**src/rtl/addsub_pkg.sv**
```systemverilog
package addsub_pkg;
  typedef struct packed {
    logic c;
    logic s;
    logic z;
    logic v;
  } addsub_flags_t;
endpackage

```
**src/rtl/addsub_core.sv**
```systemverilog
module addsub_core #(
  parameter int WIDTH = 8
) (
  input  logic             op_sub,
  input  logic [WIDTH-1:0] dst,
  input  logic [WIDTH-1:0] src,
  output logic [WIDTH-1:0] sum,
  output logic             carry,
  output logic             ovf
);
  localparam int XW = WIDTH + 1;

  logic [WIDTH-1:0] b_opnd;
  logic [XW-1:0]    raw_sum;
  logic [XW-1:0]    dbl_sum;

  // Subtraction: invert the second operand and inject a carry-in of one.
  assign b_opnd  = op_sub ? ~src : src;
  assign raw_sum = {1'b0, dst} + {1'b0, b_opnd} + XW'(op_sub);
  // Sign-extended sum: its two top bits disagree on signed overflow.
  assign dbl_sum = {dst[WIDTH-1], dst} + {b_opnd[WIDTH-1], b_opnd} + XW'(op_sub);

  assign sum   = raw_sum[WIDTH-1:0];
  assign carry = raw_sum[WIDTH];
  assign ovf   = dbl_sum[WIDTH] ^ dbl_sum[WIDTH-1];
endmodule

```
**src/rtl/addsub_flag_gen.sv**
```systemverilog
module addsub_flag_gen
  import addsub_pkg::*;
#(
  parameter int WIDTH = 8
) (
  input  logic [WIDTH-1:0] sum,
  input  logic             carry,
  input  logic             ovf,
  output addsub_flags_t    flags
);
  always_comb begin
    flags.c = carry;
    flags.s = sum[WIDTH-1];
    flags.z = (sum == '0);
    flags.v = ovf;
  end
endmodule

```
**src/rtl/addsub_flag_reg.sv**
```systemverilog
module addsub_flag_reg
  import addsub_pkg::*;
(
  input  logic          clk,
  input  logic          rst_n,
  input  logic          load,
  input  addsub_flags_t d,
  output addsub_flags_t q
);
  always_ff @(posedge clk or negedge rst_n) begin
    if (!rst_n)    q <= '0;
    else if (load) q <= d;
  end

  assert_hold_R7: assert property (@(posedge clk) disable iff (!rst_n)
    !load |=> $stable(q));
  assert_capture_R7: assert property (@(posedge clk) disable iff (!rst_n)
    load |=> (q == $past(d)));
endmodule

```
**src/rtl/addsub_flags.sv**
```systemverilog
module addsub_flags
  import addsub_pkg::*;
#(
  parameter int WIDTH     = 8,
  parameter bit REG_FLAGS = 1'b1
) (
  input  logic             clk,
  input  logic             rst_n,
  input  logic             op_sub,
  input  logic [WIDTH-1:0] dst,
  input  logic [WIDTH-1:0] src,
  input  logic             flag_en,
  output logic [WIDTH-1:0] result,
  output logic             flag_c,
  output logic             flag_s,
  output logic             flag_z,
  output logic             flag_v
);
  logic          carry;
  logic          ovf;
  addsub_flags_t live_flags;
  addsub_flags_t out_flags;

  addsub_core #(.WIDTH(WIDTH)) u_core (
    .op_sub(op_sub), .dst(dst), .src(src),
    .sum(result), .carry(carry), .ovf(ovf)
  );

  addsub_flag_gen #(.WIDTH(WIDTH)) u_flag_gen (
    .sum(result), .carry(carry), .ovf(ovf), .flags(live_flags)
  );

  generate
    if (REG_FLAGS) begin : g_reg
      addsub_flag_reg u_flag_reg (
        .clk(clk), .rst_n(rst_n), .load(flag_en),
        .d(live_flags), .q(out_flags)
      );
    end else begin : g_comb
      assign out_flags = live_flags;
    end
  endgenerate

  assign flag_c = out_flags.c;
  assign flag_s = out_flags.s;
  assign flag_z = out_flags.z;
  assign flag_v = out_flags.v;

  assert_add_result_R1: assert property (@(posedge clk) disable iff (!rst_n)
    !op_sub |-> (result == WIDTH'(dst + src)));
  assert_sub_result_R2: assert property (@(posedge clk) disable iff (!rst_n)
    op_sub |-> (result == WIDTH'(dst - src)));
  assert_zero_flag_R5: assert property (@(posedge clk) disable iff (!rst_n)
    live_flags.z == (result == '0));
  assert_sign_flag_R4: assert property (@(posedge clk) disable iff (!rst_n)
    live_flags.s == result[WIDTH-1]);
  assert_sub_borrow_R3: assert property (@(posedge clk) disable iff (!rst_n)
    op_sub |-> (live_flags.c == (dst >= src)));
endmodule

```
**config.mk**
```make
export PLATFORM = sky130hd
export DESIGN_NAME = addsub_flags
export DESIGN_NICKNAME = d
export VERILOG_FILES = /design/src/rtl/addsub_pkg.sv /design/src/rtl/addsub_core.sv /design/src/rtl/addsub_flag_gen.sv /design/src/rtl/addsub_flag_reg.sv /design/src/rtl/addsub_flags.sv
export SDC_FILE = /design/constraint.sdc
export NUM_CORES = 1
export LEC_CHECK = 0
export ABC_AREA = 1
export BUFFER_PORTS_ARGS = -buffer_cell sky130_fd_sc_hd__buf_4
export CAP_MARGIN = 20
export CORE_MARGIN = 10
export CORE_UTILIZATION = 42
export DETAILED_ROUTE_END_ITERATION = 16
export GPL_ROUTABILITY_DRIVEN = 0
export HOLD_SLACK_MARGIN = 0.03
export PLACE_DENSITY = 0.79
export SLEW_MARGIN = 20
export SYNTH_ARGS = -nofsm -noshare
export SYNTH_HDL_FRONTEND = slang
export SYNTH_SLANG_ARGS = --single-unit
```
**constraint.sdc**
```tcl
create_clock -name clk -period 1.91 [get_ports clk]
set_clock_uncertainty 0.15 [all_clocks]
set_input_delay 0.191 -clock clk [delete_from_list [all_inputs] [get_ports clk]]
set_output_delay 0.191 -clock clk [all_outputs]
set_load 0.01 [all_outputs]
```
==> summary.txt, run 1 <==
Place
  – Number of I/O port buffers: 31
  – HPWL after DPL: 1913 um
  – Inst Count DP: 180
  – Placed Area: ~1100 um^2

Routing
  – Final antenna-violating net count: 0
  – Via density: 4.746
  – Starting DRT DRC Count: 38
  – Routed length per placed instance: approximately 12 um
  – Via count: approximately 900
  – WL final: about 2300 um
  – # DRC: 0
  – DR pass1 iterations: 4

Synth
  – Synth cell types: 23
  – XOR/XNOR Fraction of Synth Area: between 10% and 20%
  – Post-synthesis cell count: about 120
  – Synthesized cell area: 765.7 um^2
  – Compound-cell area share of the yosys netlist: ~5.4%
  – Syn_nets: roughly 140
  – Synth Area in Simple Gates: 42.97%
  – Adder-Cell Fraction of Synth Area: 14.05%
  – Post-synthesis register bit count: 4
  – Post-synthesis mux area share: 0%
  – Synth warnings: 0
  – Syn_area_per_cell: roughly 6.7 um^2
  – Share of the yosys chip area belonging to registers: a little over an eighth
  – Largest family of logic cells by synthesized area: simple AND/OR/NAND/NOR gates

Finish
  – Fin cells: approximately 190
  – Fin util: approximately 73%
  – Most common cell after layout, fill and taps aside: buf_4
  – Most frequent cells in the layout: 44 x buf_4, 29 x nand2_1, 19 x inv_1, 7 x nand2_2
  – Area occupied by multi-input gates: between 600 and 700 um^2
  – Post-synthesis to final-layout area growth: 64.38%
  – Layout Nets: 194
  – Layout fillers: between 100 and 150
  – Antenna fix cells: 0
  – Layout cells sized above 1: ~51%
  – Largest regs: g_reg.u_flag_reg.q: 4 flops
  – Post-route cell area: about 1300 um^2
  – Largest Register: g_reg.u_flag_reg.q
  – Sequential cell area: roughly 100 um^2
  – Max FFs per register: 4

STA
  – Endpoints failing setup: 0
  – Setup TNS: 0 ps
  – Fin crit period: 1878 ps
  – Worst slew pin tran: between 200 and 250 ps
  – Final Hold Viols: 0
  – Final Cycle Share: between 90 and 100%
  – Slew HR: 83.94%
  – Final Max Slew Viols: 0
  – Max Clk Rate: between 500 and 600 MHz
  – RSZ-0062 raised after global routing: true

CTS
  – CTS sink count: 4
  – Root buffer cell: clkbuf_4
  – Clock Latency Late Sink: 230 ps
  – Htree depth: 1
  – TritonCTS clock tree: yes
  – Num CTS Buffers: 3
  – CTS Buffer Depth: 2
  – Clk slew on worst S/H paths: about 30 ps

Setup path
  – CP cell instances: buf_12 > xor2_1 > ha_1 > buf_4 > nand2_1 > inv_1 > nand3_2 > nand3_2 > nand2_1 > nand2_2 > buf_4
  – Cell family contributing the most delay on the critical path: buffers and inverters
  – CP bufs+invs: 4
  – Crit end category: output pin
  – CP max stage delay: between 300 and 400 ps
  – Kind of critical path: in2out
  – Reg2reg path depth: 2
  – Critical Path AT: between 1500 and 2000 ps
  – CP max FO: 8
  – CP Launch Type: primary input
  – Req. time, crit path: 1570 ps
  – Reg-to-reg endpoint: g_reg.u_flag_reg.q[3]$_DFFE_PN0P_
  – Reg2reg setup slack: roughly 1100 ps
  – Worst R2R Start: g_reg.u_flag_reg.q[3]$_DFFE_PN0P_
  – Slowest cell on the critical path: ha_1

Power
  – Leakage power: between 0.7 and 0.8 nW
  – Pwr per Cell Area: around 620 nW/um^2
  – Max IR drop VDD: between 400 and 500 uV
  – Overall Power: about 800 uW

Global route
  – First-pass GRT wire length: approximately 3800 um
  – Vias in the first global route: a little under 900
  – Grt total ovfl: 0
  – Tot GR Track Use: about 11%
  – Initial antenna violation count: 0
  – Largest net degree at the start of global routing: 9

Min path
  – Hold path cells: 2
  – Min-delay src: flag_en
  – Worst hold endpoint: g_reg.u_flag_reg.q[3]$_DFFE_PN0P_
  – Type of the tightest min-delay check: in2reg

Floorplan
  – Die area: 3931 um^2
  – IO Pins: 32
  – Row count: 15
  – Die extent in y: around 63 um
  – Core Area: approximately 1700 um^2
  – Initial Util: about 44%
  – Die span in x: about 63 um

Status
  – Status: finished clean

Job
  – MaxCap Viol Count: 0
-- worst max path at each step --
| stage | start | endpoint | slack (ps) | cells after the start |
|---|---|---|---|---|
| after floorplan | op_sub | result[7] | 30 | 14 |
| after global placement | op_sub | result[7] | -40 | 14 |
| after detailed placement | op_sub | result[7] | -140 | 14 |
| after CTS | op_sub | result[7] | 5 | 11 |
| after global routing | op_sub | result[7] | -30 | 14 |
| final | op_sub | result[6] | 30 | 11 |
-- final cells by class --
cell class | instances | share of cell area [%]
Clock buffer | 3 | 1.789
Inverter | 24 | 7.157
Multi-Input combinational cell | 85 | 50.20
Sequential cell | 4 | 7.952
Tap cell | 25 | 2.485
Timing Repair Buffer | 48 | 30.42
-- stage by stage --
step,setup WS (ps),hold WS (ps)
finish,32.03,56.24
global route,-33.69,59.64
CTS,5.134,49.61
detailed placement,-138.1,-160.0
global placement,-40.82,-163.8
floorplan,30.75,-254.6
-- per-layer routing --
layer | vias to the layer above | GRT usage [%] | part of all wire, %
met4 | 0 | 3.631 | 1.8
met2 | 35 | 21.28 | 56
met3 | 4 | 2.688 | 5.2
met1 | 408 | 11.96 | 37
met5 | - | 0 | 0
li1 | 450 | - | -
-- report_power, final --
part	total, mW	leakage [nW]	switching (mW)	internal [mW]
Clock	0.103	0.0138	0.0331	0.0702
Combinational	0.570	0.674	0.284	0.286
Sequential	0.106	0.0494	0.00691	0.0989
Total	0.779	0.737	0.324	0.455
-- cell families (layout without fill, tap and decap cells) --
logic type      Yosys count  after routing
flops                     4              4
compound gates            6              6
xor+xnor                  9              9
fa+ha+maj                 8              8
simple gates             62             62
buf+inv                  26             75
-- cells in the mapped netlist --
cell type,n,area (um^2)
a21o_1,1,7.510
a21oi_1,2,10.01
a21oi_2,1,8.760
a31oi_1,1,6.260
buf_4,1,7.510
buf_6,1,11.26
dfrtp_1,4,100.1
fa_1,1,20.02
ha_1,7,87.58
inv_1,23,86.33
inv_2,1,3.750
nand2_1,33,123.9
nand2_2,3,18.77
nand2_4,6,67.56
nand3_1,7,35.03
nand3_2,2,20.02
nand4_1,3,18.77
nor2_1,4,15.01
nor2_2,3,18.77
nor2_4,1,11.26
o21ai_2,1,8.760
xnor2_1,3,26.28
xor2_1,6,52.55
-- repair_timing --
item                                    CTS  global route
buffers inserted                          3             2
hold buffers                              1             0
gates resized for setup                   7            17
endpoints found under the hold margin     4             0
endpoints found under the setup margin    3             5
pin swaps                                 8             9
No activity file was read; power rests on OpenSTA's default activity.
==> run 2: changes to the inputs <==
--- a/config.mk
+++ b/config.mk
@@ -5,11 +5,11 @@
 export SDC_FILE = /design/constraint.sdc
 export NUM_CORES = 1
 export LEC_CHECK = 0
-export ABC_AREA = 1
+export ABC_AREA = 0
 export BUFFER_PORTS_ARGS = -buffer_cell sky130_fd_sc_hd__buf_4
 export CAP_MARGIN = 20
 export CORE_MARGIN = 10
-export CORE_UTILIZATION = 42
+export CORE_UTILIZATION = 41
 export DETAILED_ROUTE_END_ITERATION = 16
 export GPL_ROUTABILITY_DRIVEN = 0
 export HOLD_SLACK_MARGIN = 0.03
==> summary.txt, run 2 <==
Power
  – Leakage power: 0.6651 nW (-9.8%)
  – Pwr per Cell Area: 671.5 nW/um^2 (+8.5%)
  – Max IR drop VDD: 583.7 uV (+40%)

Floorplan
  – Core Area: 1559 um^2 (-9.7%)
  – Initial Util: 45.10% (+0.76 points)
  – Die extent in y: 61.42 um (-2.0%)
  – Die area: 3772 um^2 (-4.1%)
  – IO Pins: 32 (unchanged)
  – Row count: 14 (-1)
  – Die span in x: 61.42 um (-2.0%)

STA
  – Max Clk Rate: 453.2 MHz (-15%)
  – Fin crit period: 2207 ps (+328.8 ps)
  – RSZ-0062 raised after global routing: true
  – Slew HR: 80.40% (-3.5 points)
  – Setup ws final: -296.7 ps (-328.8 ps)
  – Endpoints failing setup: 8 (+8)
  – Final Cycle Share: 115.5% (+17 points)
  – Worst slew pin tran: 285.9 ps (+44.97 ps)
  – Final Max Slew Viols: 0 (unchanged)
  – Final Hold Viols: 0 (unchanged)

Synth
  – Synth top area cells: dfrtp_1 14%, ha_1 12%, xor2_1 10%, nor2_1 4.3%, o211ai_1 4.3%
  – Synth cell types: 37 (+61%)
  – Post-synthesis register bit count: 4 (unchanged)
  – Synth warnings: 0 (unchanged)
  – XOR/XNOR Fraction of Synth Area: 12.46% (+2.2 points)
  – Top-area cell type share of the netlist area: 14.23% (-1.9 points)
  – Syn_nets: 112 (-22%)
  – Compound-cell area share of the yosys netlist: 32.74% (+27 points)
  – Leading area contributor after synthesis: dfrtp_1
  – Number of synthesized flops with an enable pin: 0 (unchanged)
  – Synthesized cell area: 703.2 um^2 (-8.2%)
  – Share of the yosys chip area belonging to registers: 14.23% (+1.2 points)
  – Synth Area in Simple Gates: 14.06% (-29 points)
  – Syn_area_per_cell: 8.371 um^2 (+26%)
  – Adder-Cell Fraction of Synth Area: 15.30% (+1.3 points)
  – Largest family of logic cells by synthesized area: compound AO/OA/AOI/OAI gates
  – Synth cell count leaders: 8 x nor2_1, 8 x xor2_1, 7 x ha_1, 7 x inv_1
  – Post-synthesis cell count: 84 (-27%)
  – Post-synthesis mux area share: 4.626% (+4.6 points)
  – Predominant post-synthesis flop cell: dfrtp_1
  – Async SR Flop Fraction: 100.0% (unchanged)

Finish
  – Layout cells sized above 1: 58.11% (+7.5 points)
  – Fin util: 85.87% (+13 points)
  – Most frequent cells in the layout: 56 x buf_4, 7 x inv_1, 7 x xor2_1, 7 x nor2_1, 7 x buf_6
  – Post-synthesis to final-layout area growth: 90.39%
  – Largest regs: g_reg.u_flag_reg.q: 4 flops
  – Antenna fix cells: 0 (unchanged)
  – Layout Nets: 178 (-8.2%)
  – Fin cells: 164 (-13%)
  – Max FFs per register: 4 (unchanged)
  – Most common cell after layout, fill and taps aside: buf_4
  – Layout fillers: 93 (-33%)
  – Post-route cell area: 1339 um^2 (+6.4%)
  – Largest Register: g_reg.u_flag_reg.q

Routing
  – WL final: 2947 um (+26%)
  – # DRC: 0 (unchanged)
  – DR pass1 iterations: 4 (unchanged)
  – Via density: 5.927 (+25%)
  – Via count: 972 (+8.4%)
  – Starting DRT DRC Count: 23 (-39%)
  – Final antenna-violating net count: 0 (unchanged)
  – Routed length per placed instance: 17.97 um (+45%)

Global route
  – Initial antenna violation count: 0 (unchanged)
  – Vias in the first global route: 863 (-3.3%)
  – First-pass GRT wire length: 3560 um (-6.2%)
  – Grt total ovfl: 0 (unchanged)
  – Tot GR Track Use: 11.84% (+0.51 points)
  – Largest net degree at the start of global routing: 9 (unchanged)

Setup path
  – CP max FO: 7 (-1)
  – Cell family contributing the most delay on the critical path: buffers and inverters
  – CP bufs+invs: 3 (-1)
  – CP max stage delay: 350 ps (about the same)
  – CP Launch Type: primary input
  – Req. time, crit path: 1570 ps (about the same)
  – Kind of critical path: in2out
  – Reg2reg setup slack: 1040 ps (-80 ps)
  – CP cell instances: buf_12 > xor2_1 > ha_1 > buf_4 > nand3_1 > o22a_1 > mux2i_1 > nand2_1 > buf_6
  – Critical Path AT: 1870 ps (+330 ps)
  – Crit end category: output pin
  – Slowest cell on the critical path: ha_1

CTS
  – Num CTS Buffers: 3 (unchanged)
  – Htree depth: 1 (unchanged)
  – Clk slew on worst S/H paths: 40 ps (about the same)
  – CTS Buffer Depth: 2 (unchanged)
  – Clock Latency Late Sink: 240 ps (about the same)
  – Root buffer cell: clkbuf_4
  – CTS sink count: 4 (unchanged)
  – TritonCTS clock tree: yes

Place
  – Inst Count DP: 153 (-15%)
  – Placed Area: 1134 um^2 (+3.7%)
  – Pre-CTS WS: -343.6 ps (-205.5 ps)
  – HPWL after DPL: 1912 um (about the same)
  – Number of I/O port buffers: 31 (unchanged)

Job
  – MaxCap Viol Count: 0 (unchanged)

Status
  – Violated checks: negative setup slack
  – Status: finished with violations

Min path
  – Type of the tightest min-delay check: in2reg
run 2: cell types whose count changed after synthesis, sizes merged, moves of 3 or more:
cell    previous run  this run
inv               24         7
nand2             42         2
nand3              9         2
nand4              3         0
o211ai             0         4
o21a               0         4
o21ai              1         4
run 2: final timing paths:
path                            depth (start not counted)                                 to                              start
worst max-delay path                                    9                          result[7]                             op_sub
worst min-delay path                                    2  g_reg.u_flag_reg.q[1]$_DFFE_PN0P_                            flag_en
worst max register to register                          2  g_reg.u_flag_reg.q[0]$_DFFE_PN0P_  g_reg.u_flag_reg.q[0]$_DFFE_PN0P_
worst min register to register                          2  g_reg.u_flag_reg.q[1]$_DFFE_PN0P_  g_reg.u_flag_reg.q[1]$_DFFE_PN0P_
max in group asynchronous                               2  g_reg.u_flag_reg.q[1]$_DFFE_PN0P_                              rst_n
min in group asynchronous                               2  g_reg.u_flag_reg.q[0]$_DFFE_PN0P_                              rst_n
run 2: cells by family after synthesis:
| kind of cell | after synthesis |
|---|---|
| flip-flops | 4 |
| buffers and inverters | 11 |
| AND/OR/NAND/NOR | 19 |
| multiplexers | 2 |
| AO/OA/AOI/OAI | 30 |
| XOR/XNOR | 10 |
| adder cells (fa/ha/maj) | 8 |
run 2: per-stage QoR:
stage	total power [mW]	TNS [ps]	hold WS [ps]
3_5_place_dp	0.6494	-2237	-161.0
4_1_cts	0.8186	-769.1	47.36
2_1_floorplan	0.3857	-698.2	-254.6
3_3_place_gp	0.6331	-1867	-162.2
5_1_grt	0.9485	-1792	72.20
6_report	0.8990	-1404	72.06
run 2: layout make-up:
class                   instances  area, um^2  area share, %
flip-flops and latches          4       100.1          7.477
well taps                      16       20.02          1.495
multi-input cells              69       640.6          47.85
inverters                       7       26.28          1.963
repair buffers                 65       529.3          39.53
clock buffers                   3       22.52          1.682
run 2: where the power goes:
part / internal (mW) / leakage (nW) / switching, mW
clock network: 0.0705 / 0.0138 / 0.0372
logic: 0.373 / 0.603 / 0.309
registers: 0.0993 / 0.0478 / 0.00990
total: 0.543 / 0.665 / 0.356
run 2: what timing repair did:
item,4_1_cts,5_1_grt
hold buffers,1,0
buffers inserted,5,2
pin swaps,9,15
setup endpoints to repair,8,8
resized for setup,16,10
endpoints found under the hold margin,4,0
run 2: routing by layer:
layer	track usage [%]	vias up	routed length, um	part of all wire [%]
li1	-	441	-	-
met1	13.01	446	1072	36
met2	22.19	67	1476	50
met3	3.498	18	284	9.6
met4	1.911	0	114	3.9
met5	0	-	0	0
